--- src/rtl/pwm_quad_pkg.sv ---
package pwm_quad_pkg;

  typedef enum logic {
    MODE_EDGE   = 1'b0,
    MODE_CENTER = 1'b1
  } cnt_mode_e;

  localparam int ADDR_POL       = 0;
  localparam int ADDR_PINV      = 1;
  localparam int ADDR_DRV       = 2;
  localparam int ADDR_MODE      = 3;
  localparam int ADDR_PRESC     = 4;
  localparam int ADDR_PER_BASE  = 8;
  localparam int ADDR_DUTY_BASE = 12;

endpackage

--- src/rtl/pwm_regs.sv ---
module pwm_regs
  import pwm_quad_pkg::*;
#(
  parameter int NUM_CH = 4,
  parameter int CNT_W  = 16,
  parameter int ADDR_W = 4,
  parameter int DATA_W = 16
) (
  input  logic              clk,
  input  logic              rst_n,
  input  logic              wr_en,
  input  logic [ADDR_W-1:0] wr_addr,
  input  logic [DATA_W-1:0] wr_data,
  output logic [NUM_CH-1:0] pol_o,
  output logic [NUM_CH-1:0] pinv_o,
  output logic [NUM_CH-1:0] drv_o,
  output logic [NUM_CH-1:0] mode_o,
  output logic [NUM_CH-1:0] presc_o,
  output logic [CNT_W-1:0]  per_o  [NUM_CH],
  output logic [CNT_W-1:0]  duty_o [NUM_CH]
);

  logic [NUM_CH-1:0] pol_n, pinv_n, drv_n, mode_n, presc_n;
  logic [CNT_W-1:0]  per_n  [NUM_CH];
  logic [CNT_W-1:0]  duty_n [NUM_CH];

  always_comb begin
    pol_n   = pol_o;
    pinv_n  = pinv_o;
    drv_n   = drv_o;
    mode_n  = mode_o;
    presc_n = presc_o;
    if (wr_en) begin
      if (wr_addr == ADDR_W'(ADDR_POL))   pol_n   = wr_data[NUM_CH-1:0];
      if (wr_addr == ADDR_W'(ADDR_PINV))  pinv_n  = wr_data[NUM_CH-1:0];
      if (wr_addr == ADDR_W'(ADDR_DRV))   drv_n   = wr_data[NUM_CH-1:0];
      if (wr_addr == ADDR_W'(ADDR_MODE))  mode_n  = wr_data[NUM_CH-1:0];
      if (wr_addr == ADDR_W'(ADDR_PRESC)) presc_n = wr_data[NUM_CH-1:0];
    end
  end

  always_ff @(posedge clk or negedge rst_n) begin
    if (!rst_n) begin
      pol_o   <= '0;
      pinv_o  <= '0;
      drv_o   <= '0;
      mode_o  <= '0;
      presc_o <= '0;
    end else begin
      pol_o   <= pol_n;
      pinv_o  <= pinv_n;
      drv_o   <= drv_n;
      mode_o  <= mode_n;
      presc_o <= presc_n;
    end
  end

  for (genvar i = 0; i < NUM_CH; i++) begin : g_chreg
    logic per_we, duty_we;
    assign per_we  = wr_en && (wr_addr == ADDR_W'(ADDR_PER_BASE + i));
    assign duty_we = wr_en && (wr_addr == ADDR_W'(ADDR_DUTY_BASE + i));

    always_comb begin
      per_n[i]  = per_we  ? wr_data[CNT_W-1:0] : per_o[i];
      duty_n[i] = duty_we ? wr_data[CNT_W-1:0] : duty_o[i];
    end

    always_ff @(posedge clk or negedge rst_n) begin
      if (!rst_n) begin
        per_o[i]  <= '0;
        duty_o[i] <= '0;
      end else begin
        per_o[i]  <= per_n[i];
        duty_o[i] <= duty_n[i];
      end
    end
  end


  pol_wr_chk: assert property (@(posedge clk) disable iff (!rst_n)
    (wr_en && wr_addr == ADDR_W'(ADDR_POL)) |=> (pol_o == $past(wr_data[NUM_CH-1:0])));


  ign_addr_chk: assert property (@(posedge clk) disable iff (!rst_n)
    (wr_en && wr_addr == ADDR_W'(5)) |=> ($stable(drv_o) && $stable(pol_o) && $stable(mode_o)));

endmodule

--- src/rtl/pwm_tickgen.sv ---
module pwm_tickgen #(
  parameter int DIV = 64
) (
  input  logic clk,
  input  logic rst_n,
  input  logic sel_slow,
  output logic tick
);

  localparam int DIV_W = (DIV > 1) ? $clog2(DIV) : 1;
  localparam logic [DIV_W-1:0] LAST = DIV_W'(DIV - 1);

  logic [DIV_W-1:0] pcnt_q, pcnt_n;

  always_comb begin
    pcnt_n = (pcnt_q == LAST) ? '0 : pcnt_q + 1'b1;
  end

  always_ff @(posedge clk or negedge rst_n) begin
    if (!rst_n) pcnt_q <= '0;
    else        pcnt_q <= pcnt_n;
  end

  assign tick = !sel_slow || (pcnt_q == LAST);


  slow_gap_chk: assert property (@(posedge clk) disable iff (!rst_n)
    (sel_slow && $past(sel_slow) && tick) |-> !$past(tick));

endmodule

--- src/rtl/pwm_channel.sv ---
module pwm_channel
  import pwm_quad_pkg::*;
#(
  parameter int CNT_W = 16
) (
  input  logic             clk,
  input  logic             rst_n,
  input  logic             tick,
  input  cnt_mode_e        mode_cfg,
  input  logic [CNT_W-1:0] per_cfg,
  input  logic [CNT_W-1:0] duty_cfg,
  output logic             raw
);

  logic [CNT_W-1:0] cnt_q, cnt_n;
  logic [CNT_W-1:0] per_act_q, per_act_n;
  logic [CNT_W-1:0] duty_act_q, duty_act_n;
  cnt_mode_e        mode_act_q, mode_act_n;
  logic             down_q, down_n;
  logic             load;

  always_comb begin
    cnt_n      = cnt_q;
    down_n     = down_q;
    per_act_n  = per_act_q;
    duty_act_n = duty_act_q;
    mode_act_n = mode_act_q;
    load       = 1'b0;
    if (tick) begin
      if (mode_act_q == MODE_EDGE) begin
        if (cnt_q >= per_act_q) load  = 1'b1;
        else                    cnt_n = cnt_q + 1'b1;
      end else if (!down_q) begin
        if (cnt_q >= per_act_q) down_n = 1'b1;
        else                    cnt_n  = cnt_q + 1'b1;
      end else begin
        if (cnt_q == '0) load  = 1'b1;
        else             cnt_n = cnt_q - 1'b1;
      end
    end
    if (load) begin
      cnt_n      = '0;
      down_n     = 1'b0;
      per_act_n  = per_cfg;
      duty_act_n = duty_cfg;
      mode_act_n = mode_cfg;
    end
  end

  always_ff @(posedge clk or negedge rst_n) begin
    if (!rst_n) begin
      cnt_q      <= '0;
      down_q     <= 1'b0;
      per_act_q  <= '0;
      duty_act_q <= '0;
      mode_act_q <= MODE_EDGE;
    end else begin
      cnt_q      <= cnt_n;
      down_q     <= down_n;
      per_act_q  <= per_act_n;
      duty_act_q <= duty_act_n;
      mode_act_q <= mode_act_n;
    end
  end

  assign raw = (cnt_q < duty_act_q);


  cnt_range_chk: assert property (@(posedge clk) disable iff (!rst_n)
    cnt_q <= per_act_q);


  cnt_tick_chk: assert property (@(posedge clk) disable iff (!rst_n)
    !$stable(cnt_q) |-> $past(tick));


  act_load_chk: assert property (@(posedge clk) disable iff (!rst_n)
    (!$stable(per_act_q) || !$stable(duty_act_q) || !$stable(mode_act_q)) |-> $past(load));


  down_step_chk: assert property (@(posedge clk) disable iff (!rst_n)
    (down_q && $past(down_q) && !$stable(cnt_q)) |-> (CNT_W'(cnt_q + 1'b1) == $past(cnt_q)));

endmodule

--- src/rtl/pwm_outstage.sv ---
module pwm_outstage #(
  parameter int NUM_CH = 4
) (
  input  logic              clk,
  input  logic              rst_n,
  input  logic [NUM_CH-1:0] raw,
  input  logic [NUM_CH-1:0] pol,
  input  logic [NUM_CH-1:0] pinv,
  input  logic [NUM_CH-1:0] drv,
  output logic [NUM_CH-1:0] pin,
  output logic [NUM_CH-1:0] oe
);

  logic [NUM_CH-1:0] stage1, pin_n;

  always_comb begin
    stage1 = raw ^ pol;
    pin_n  = stage1 ^ pinv;
  end

  always_ff @(posedge clk or negedge rst_n) begin
    if (!rst_n) begin
      pin <= '0;
      oe  <= '0;
    end else begin
      pin <= pin_n;
      oe  <= drv;
    end
  end

  for (genvar i = 0; i < NUM_CH; i++) begin : g_chk

    cancel_chk: assert property (@(posedge clk) disable iff (!rst_n)
      ($past(pol[i]) && $past(pinv[i])) |-> (pin[i] == $past(raw[i])));

    oe_follow_chk: assert property (@(posedge clk) disable iff (!rst_n)
      $rose(drv[i]) |=> oe[i]);
  end

endmodule

--- src/rtl/pwm_quad.sv ---
module pwm_quad
  import pwm_quad_pkg::*;
#(
  parameter int NUM_CH    = 4,
  parameter int CNT_W     = 16,
  parameter int PRESC_DIV = 64,
  parameter int ADDR_W    = 4,
  parameter int DATA_W    = 16
) (
  input  logic              clk,
  input  logic              rst_n,
  input  logic              wr_en,
  input  logic [ADDR_W-1:0] wr_addr,
  input  logic [DATA_W-1:0] wr_data,
  output logic [NUM_CH-1:0] pwm_pin,
  output logic [NUM_CH-1:0] pwm_oe
);

  logic [1:0] rsync_q;
  logic       srst_n;

  always_ff @(posedge clk or negedge rst_n) begin
    if (!rst_n) rsync_q <= 2'b00;
    else        rsync_q <= {rsync_q[0], 1'b1};
  end
  assign srst_n = rsync_q[1];

  logic [NUM_CH-1:0] pol, pinv, drv, mode, presc, raw, tick;
  logic [CNT_W-1:0]  per  [NUM_CH];
  logic [CNT_W-1:0]  duty [NUM_CH];

  pwm_regs #(
    .NUM_CH(NUM_CH), .CNT_W(CNT_W), .ADDR_W(ADDR_W), .DATA_W(DATA_W)
  ) u_regs (
    .clk(clk), .rst_n(srst_n),
    .wr_en(wr_en), .wr_addr(wr_addr), .wr_data(wr_data),
    .pol_o(pol), .pinv_o(pinv), .drv_o(drv), .mode_o(mode), .presc_o(presc),
    .per_o(per), .duty_o(duty)
  );

  for (genvar i = 0; i < NUM_CH; i++) begin : g_ch
    pwm_tickgen #(.DIV(PRESC_DIV)) u_tick (
      .clk(clk), .rst_n(srst_n), .sel_slow(presc[i]), .tick(tick[i])
    );

    pwm_channel #(.CNT_W(CNT_W)) u_chan (
      .clk(clk), .rst_n(srst_n), .tick(tick[i]),
      .mode_cfg(cnt_mode_e'(mode[i])),
      .per_cfg(per[i]), .duty_cfg(duty[i]),
      .raw(raw[i])
    );
  end

  pwm_outstage #(.NUM_CH(NUM_CH)) u_out (
    .clk(clk), .rst_n(srst_n),
    .raw(raw), .pol(pol), .pinv(pinv), .drv(drv),
    .pin(pwm_pin), .oe(pwm_oe)
  );

endmodule

--- config.mk ---
export PLATFORM = sky130hd
export DESIGN_NAME = pwm_quad
export DESIGN_NICKNAME = d
export VERILOG_FILES = /design/src/rtl/pwm_quad_pkg.sv /design/src/rtl/pwm_regs.sv /design/src/rtl/pwm_tickgen.sv /design/src/rtl/pwm_channel.sv /design/src/rtl/pwm_outstage.sv /design/src/rtl/pwm_quad.sv
export SDC_FILE = /design/constraint.sdc
export NUM_CORES = 1
export LEC_CHECK = 0
export BUFFER_PORTS_ARGS = -buffer_cell sky130_fd_sc_hd__buf_4
export CAP_MARGIN = 20
export CORE_UTILIZATION = 48
export DETAILED_ROUTE_END_ITERATION = 8
export GPL_TIMING_DRIVEN = 0
export PLACE_DENSITY_LB_ADDON = 0.25
export SYNTH_ARGS = -nofsm -noshare
export SYNTH_HDL_FRONTEND = slang
export SYNTH_SLANG_ARGS = --single-unit
--- constraint.sdc ---
create_clock -name clk -period 14.45 [get_ports clk]
set_clock_uncertainty 0.05 [all_clocks]
set_input_delay 0 -clock clk [delete_from_list [all_inputs] [get_ports clk]]
set_output_delay 0 -clock clk [all_outputs]
set_load 0.1 [all_outputs]
==> results.py <==
metrics = {
    "worst_hold_path": {
        "min_from": "wr_en",
        "whs_endpoint": "u_regs.pol_o[1]",
        "worst_hold_path_type": "in -> reg",
        "hold_depth": 4,
    },
    "cts": {
        "cts_buffers": 42,
        "cts_tree": "built",
        "insertion_delay_ps": 580,
        "cts_buffer_depth": 3,
        "path_clk_slew_ps": 60,
        "postCtsHoldBufs": 22,
        "cts_sinks": 382,
        "htree_levels": 2,
        "postCtsSetupRepairBufs": 0,
        "post_cts_resized": 0,
        "cts_root_buffer": "clkbuf_16",
    },
    "setup_path": {
        "path_buf_inv": 2,
        "critPathArrivalTime_ps": 4860,
        "regToRegEndpoint": "g_ch[3].u_chan.duty_act_q[10]",
        "crit_cells": 10,
        "r2r_start": "g_ch[3].u_chan.cnt_q[0]",
        "crit_fanout": 10,
        "start_kind": "register",
        "cp_slowest_stage_delay_ps": 670,
        "crit_slowest_cell": "nor3_1",
        "cp.required_ps": 14860,
        "r2r_slack_ps": 10000,
        "reg2reg_depth": 10,
        "cp_top_family": "simple AND/OR/NAND/NOR gates",
        "criticalPathCategory": "reg -> reg",
        "crit_chain": "inv_1, ha_1, nand2b_1, a2111oi_0, nor4_1, nor3_1, o21ai_0, nand2_1, clkbuf_1, mux2_2",
        "setup.worst_path.end_class": "register",
    },
    "detailed_routing": {
        "drt_wl_total_um": 50800,
        "drt_iter0_markers": 824,
        "via_per_inst": 5.86,
        "drtAntennaViolNets": 0,
        "drc": 0,
        "vias": 15400,
        "avgRoutedWirePerCell_um": 19.4,
        "first_pass_iters": 5,
    },
    "power_and_ir_drop": {
        "pwr-share-seq": 0.366,
        "intPower_w": 0.00273,
        "p_clk_frac": 0.248,
        "peakVddDrop_v": 0.000141,
        "powerDensity_mw_per_mm2": 190,
        "p_leak_nw": 10.4,
        "p_sw_frac": 0.385,
        "netSwitchingPower_w": 0.00170,
        "p_comb_frac": 0.386,
    },
    "timing": {
        "max_freq_mhz": 225,
        "period_share": 0.308,
        "finalCriticalPeriod_ps": 4450,
        "setup_viol_count_final": 0,
        "drv_slew": 0,
        "slew_headroom": 0.301,
        "grt_setup_unrepaired": "no",
        "layout_setup_ws_ps": 10000,
        "final_hold_viol_count": 0,
        "tightest_slew_ps": 1040,
    },
    "die": {
        "die_h_um": 209,
        "dieWidth_um": 209,
        "initial_core_util": 0.488,
        "io_pins": 31,
        "rows": 75,
        "die_area_mm2": 0.0437,
        "fp.coreArea_mm2": 0.0421,
    },
    "global_route": {
        "grt_max_degree": 74,
        "track_usage": 0.238,
        "grt_overflow": 0,
        "antenna_found_initial": 0,
        "grt_pass1_vias": 15500,
        "grt_pass1_wl_um": 82700,
    },
    "synth": {
        "synth_edf_count": 0,
        "synthFlopType": "dfrtp_1",
        "synth_top_area_share": 0.465,
        "ys_top_cells_by_count": "382 x dfrtp_1, 213 x mux2_2, 165 x inv_1",
        "synth_nets": 2108,
        "ys_ff_latch": 382,
        "async_flop_share": 1.00,
        "syn_area_mm2": 0.0206,
        "ys_warn_count": 0,
        "yosysMostFrequentCell": "dfrtp_1",
        "synthTopCellsByArea": "dfrtp_1 46%, mux2_2 12%, ha_1 8.3%",
        "syn_inst": 1949,
        "seq_area_frac_synth": 0.465,
        "synth_top_cell_by_area": "dfrtp_1",
        "avgSynthCellArea_um2": 10.6,
        "ys_types": 78,
    },
    "run_status": {
        "run_status": "completed",
    },
    "layout": {
        "final_cells": 2625,
        "drive_gt1_frac": 0.182,
        "n_antenna_cell": 0,
        "utilization": 0.553,
        "areaGrowthSynthToFinish_pct": 13.2,
        "fin_nets": 2212,
    },
    "run": {
        "drv_cap": 0,
    },
    "placement": {
        "globalplace.congestion": 0.927,
        "dp_hpwl_um": 35900,
        "placed_cells": 2526,
        "io_buffers": 30,
        "dpl_worst_slack_ps": 10070,
    },
}
-- layout by cell type (no fill, tap or decap), types with 8 or more instances in the layout --
cell type      Yosys  routed
a41oi_1           13      13
nor2_1            86      86
clkbuf_16          0      45
a21oi_1           96      96
nand2_1          117     117
nor3_1            54      54
ha_1             136     136
xnor2_1           20      20
xor2_1            10      10
or3_1             25      25
a31oi_1           18      18
nand4_1           28      28
o21a_1            13      13
clkbuf_1          67      72
or4_1              9       9
inv_1            165     165
mux2i_1            9       9
and3_1            17      17
a21o_1            27      27
dfrtp_1          382     381
mux2_4            29      29
nand2b_1          18      18
buf_4              0      30
nor4_1            28      28
o21ai_0          119     119
a211oi_1          13      13
nor2b_1            8       8
mux2_2           213     213
o31ai_1           13      13
dlygate4sd3_1      0      22
and4_1             9       9
nand3_1           58      58
a2111oi_0          8       8
and2_1            11      11
-- worst max path at each step --
| stage | from | endpoint | slack (ps) |
|---|---|---|---|
| after floorplan | rsync_q[1] | g_ch[0].u_chan.cnt_q[0] | 2960 |
| after global placement | rsync_q[1] | g_ch[3].u_chan.cnt_q[14] | -1170 |
| after detailed placement | g_ch[3].u_chan.cnt_q[0] | g_ch[3].u_chan.duty_act_q[10] | 10070 |
| after CTS | g_ch[3].u_chan.cnt_q[0] | g_ch[3].u_chan.duty_act_q[14] | 10040 |
| after global routing | g_ch[3].u_chan.cnt_q[0] | g_ch[3].u_chan.duty_act_q[14] | 9790 |
| final | g_ch[3].u_chan.cnt_q[0] | g_ch[3].u_chan.duty_act_q[10] | 10000 |
-- logic make-up after synthesis --
kind of cell | share of synthesized area
AO/OA/AOI/OAI | 0.125
XOR/XNOR | 0.0128
adder cells (fa/ha/maj) | 0.0827
buffers and inverters | 0.0473
flip-flops | 0.465
multiplexers | 0.144
other | 0.000182
AND/OR/NAND/NOR | 0.123
-- tightest hold or removal path, stage by stage --
cell     delay, ps
buf_4          140
nor3b_1        170
nand2_1        180
mux2_2         180
-- area by class of cell --
type,instances,area [um^2]
inverter,166,623
timing repair buffer,60,612
sequential,382,9560
clock buffer,56,1230
clock inverter,21,195
buffer,83,349
multi-input combinational,1318,10000
tap,539,674
fill,3554,18900
-- per-stage QoR --
| stage | total power [W] | area (um^2) | hold WS, ps | TNS [ps] |
|---|---|---|---|---|
| after floorplan | 0.00284 | 20600 | -346 | 0 |
| after global placement | 0.00325 | 21500 | -268 | -420930 |
| after detailed placement | 0.00333 | 21600 | -267 | 0 |
| after CTS | 0.00445 | 23300 | 49.6 | 0 |
| after global routing | 0.00474 | 23300 | 82.2 | 0 |
| final | 0.00443 | 23300 | 81.1 | 0 |
-- flip-flops by register name (all words and copies together), names as in the netlist --
name,flops
g_ch.u_chan.cnt_q,64
g_ch.u_chan.duty_act_q,64
g_ch.u_chan.per_act_q,64
u_regs.duty_o,64
u_regs.per_o,64
g_ch.u_tick.pcnt_q,24
g_ch.u_chan.down_q,4
g_ch.u_chan.mode_act_q,4
u_out.oe,4
u_out.pin,4
u_regs.drv_o,4
u_regs.mode_o,4
u_regs.pinv_o,4
u_regs.pol_o,4
u_regs.presc_o,4
rsync_q,2
-- routing by layer --
metal  wire (um)  part of all wire  up-vias  track usage
met3        2370             0.047       93       0.0368
li1            -                 -     7255            -
met4        1330             0.026        0       0.0773
met1       23000              0.45     7604        0.325
met2       24100              0.47      430        0.388
met5           0                 0        -            0
-- power groups by stage --
stage          sequential (W)  combinational, W  clock [W]
2_1_floorplan         0.00161           0.00123          0
3_3_place_gp          0.00164           0.00161          0
3_5_place_dp          0.00164           0.00169          0
4_1_cts               0.00162           0.00171    0.00113
5_1_grt               0.00166           0.00191    0.00116
6_report              0.00162           0.00171    0.00110
No activity file was read; power rests on OpenSTA's default activity.
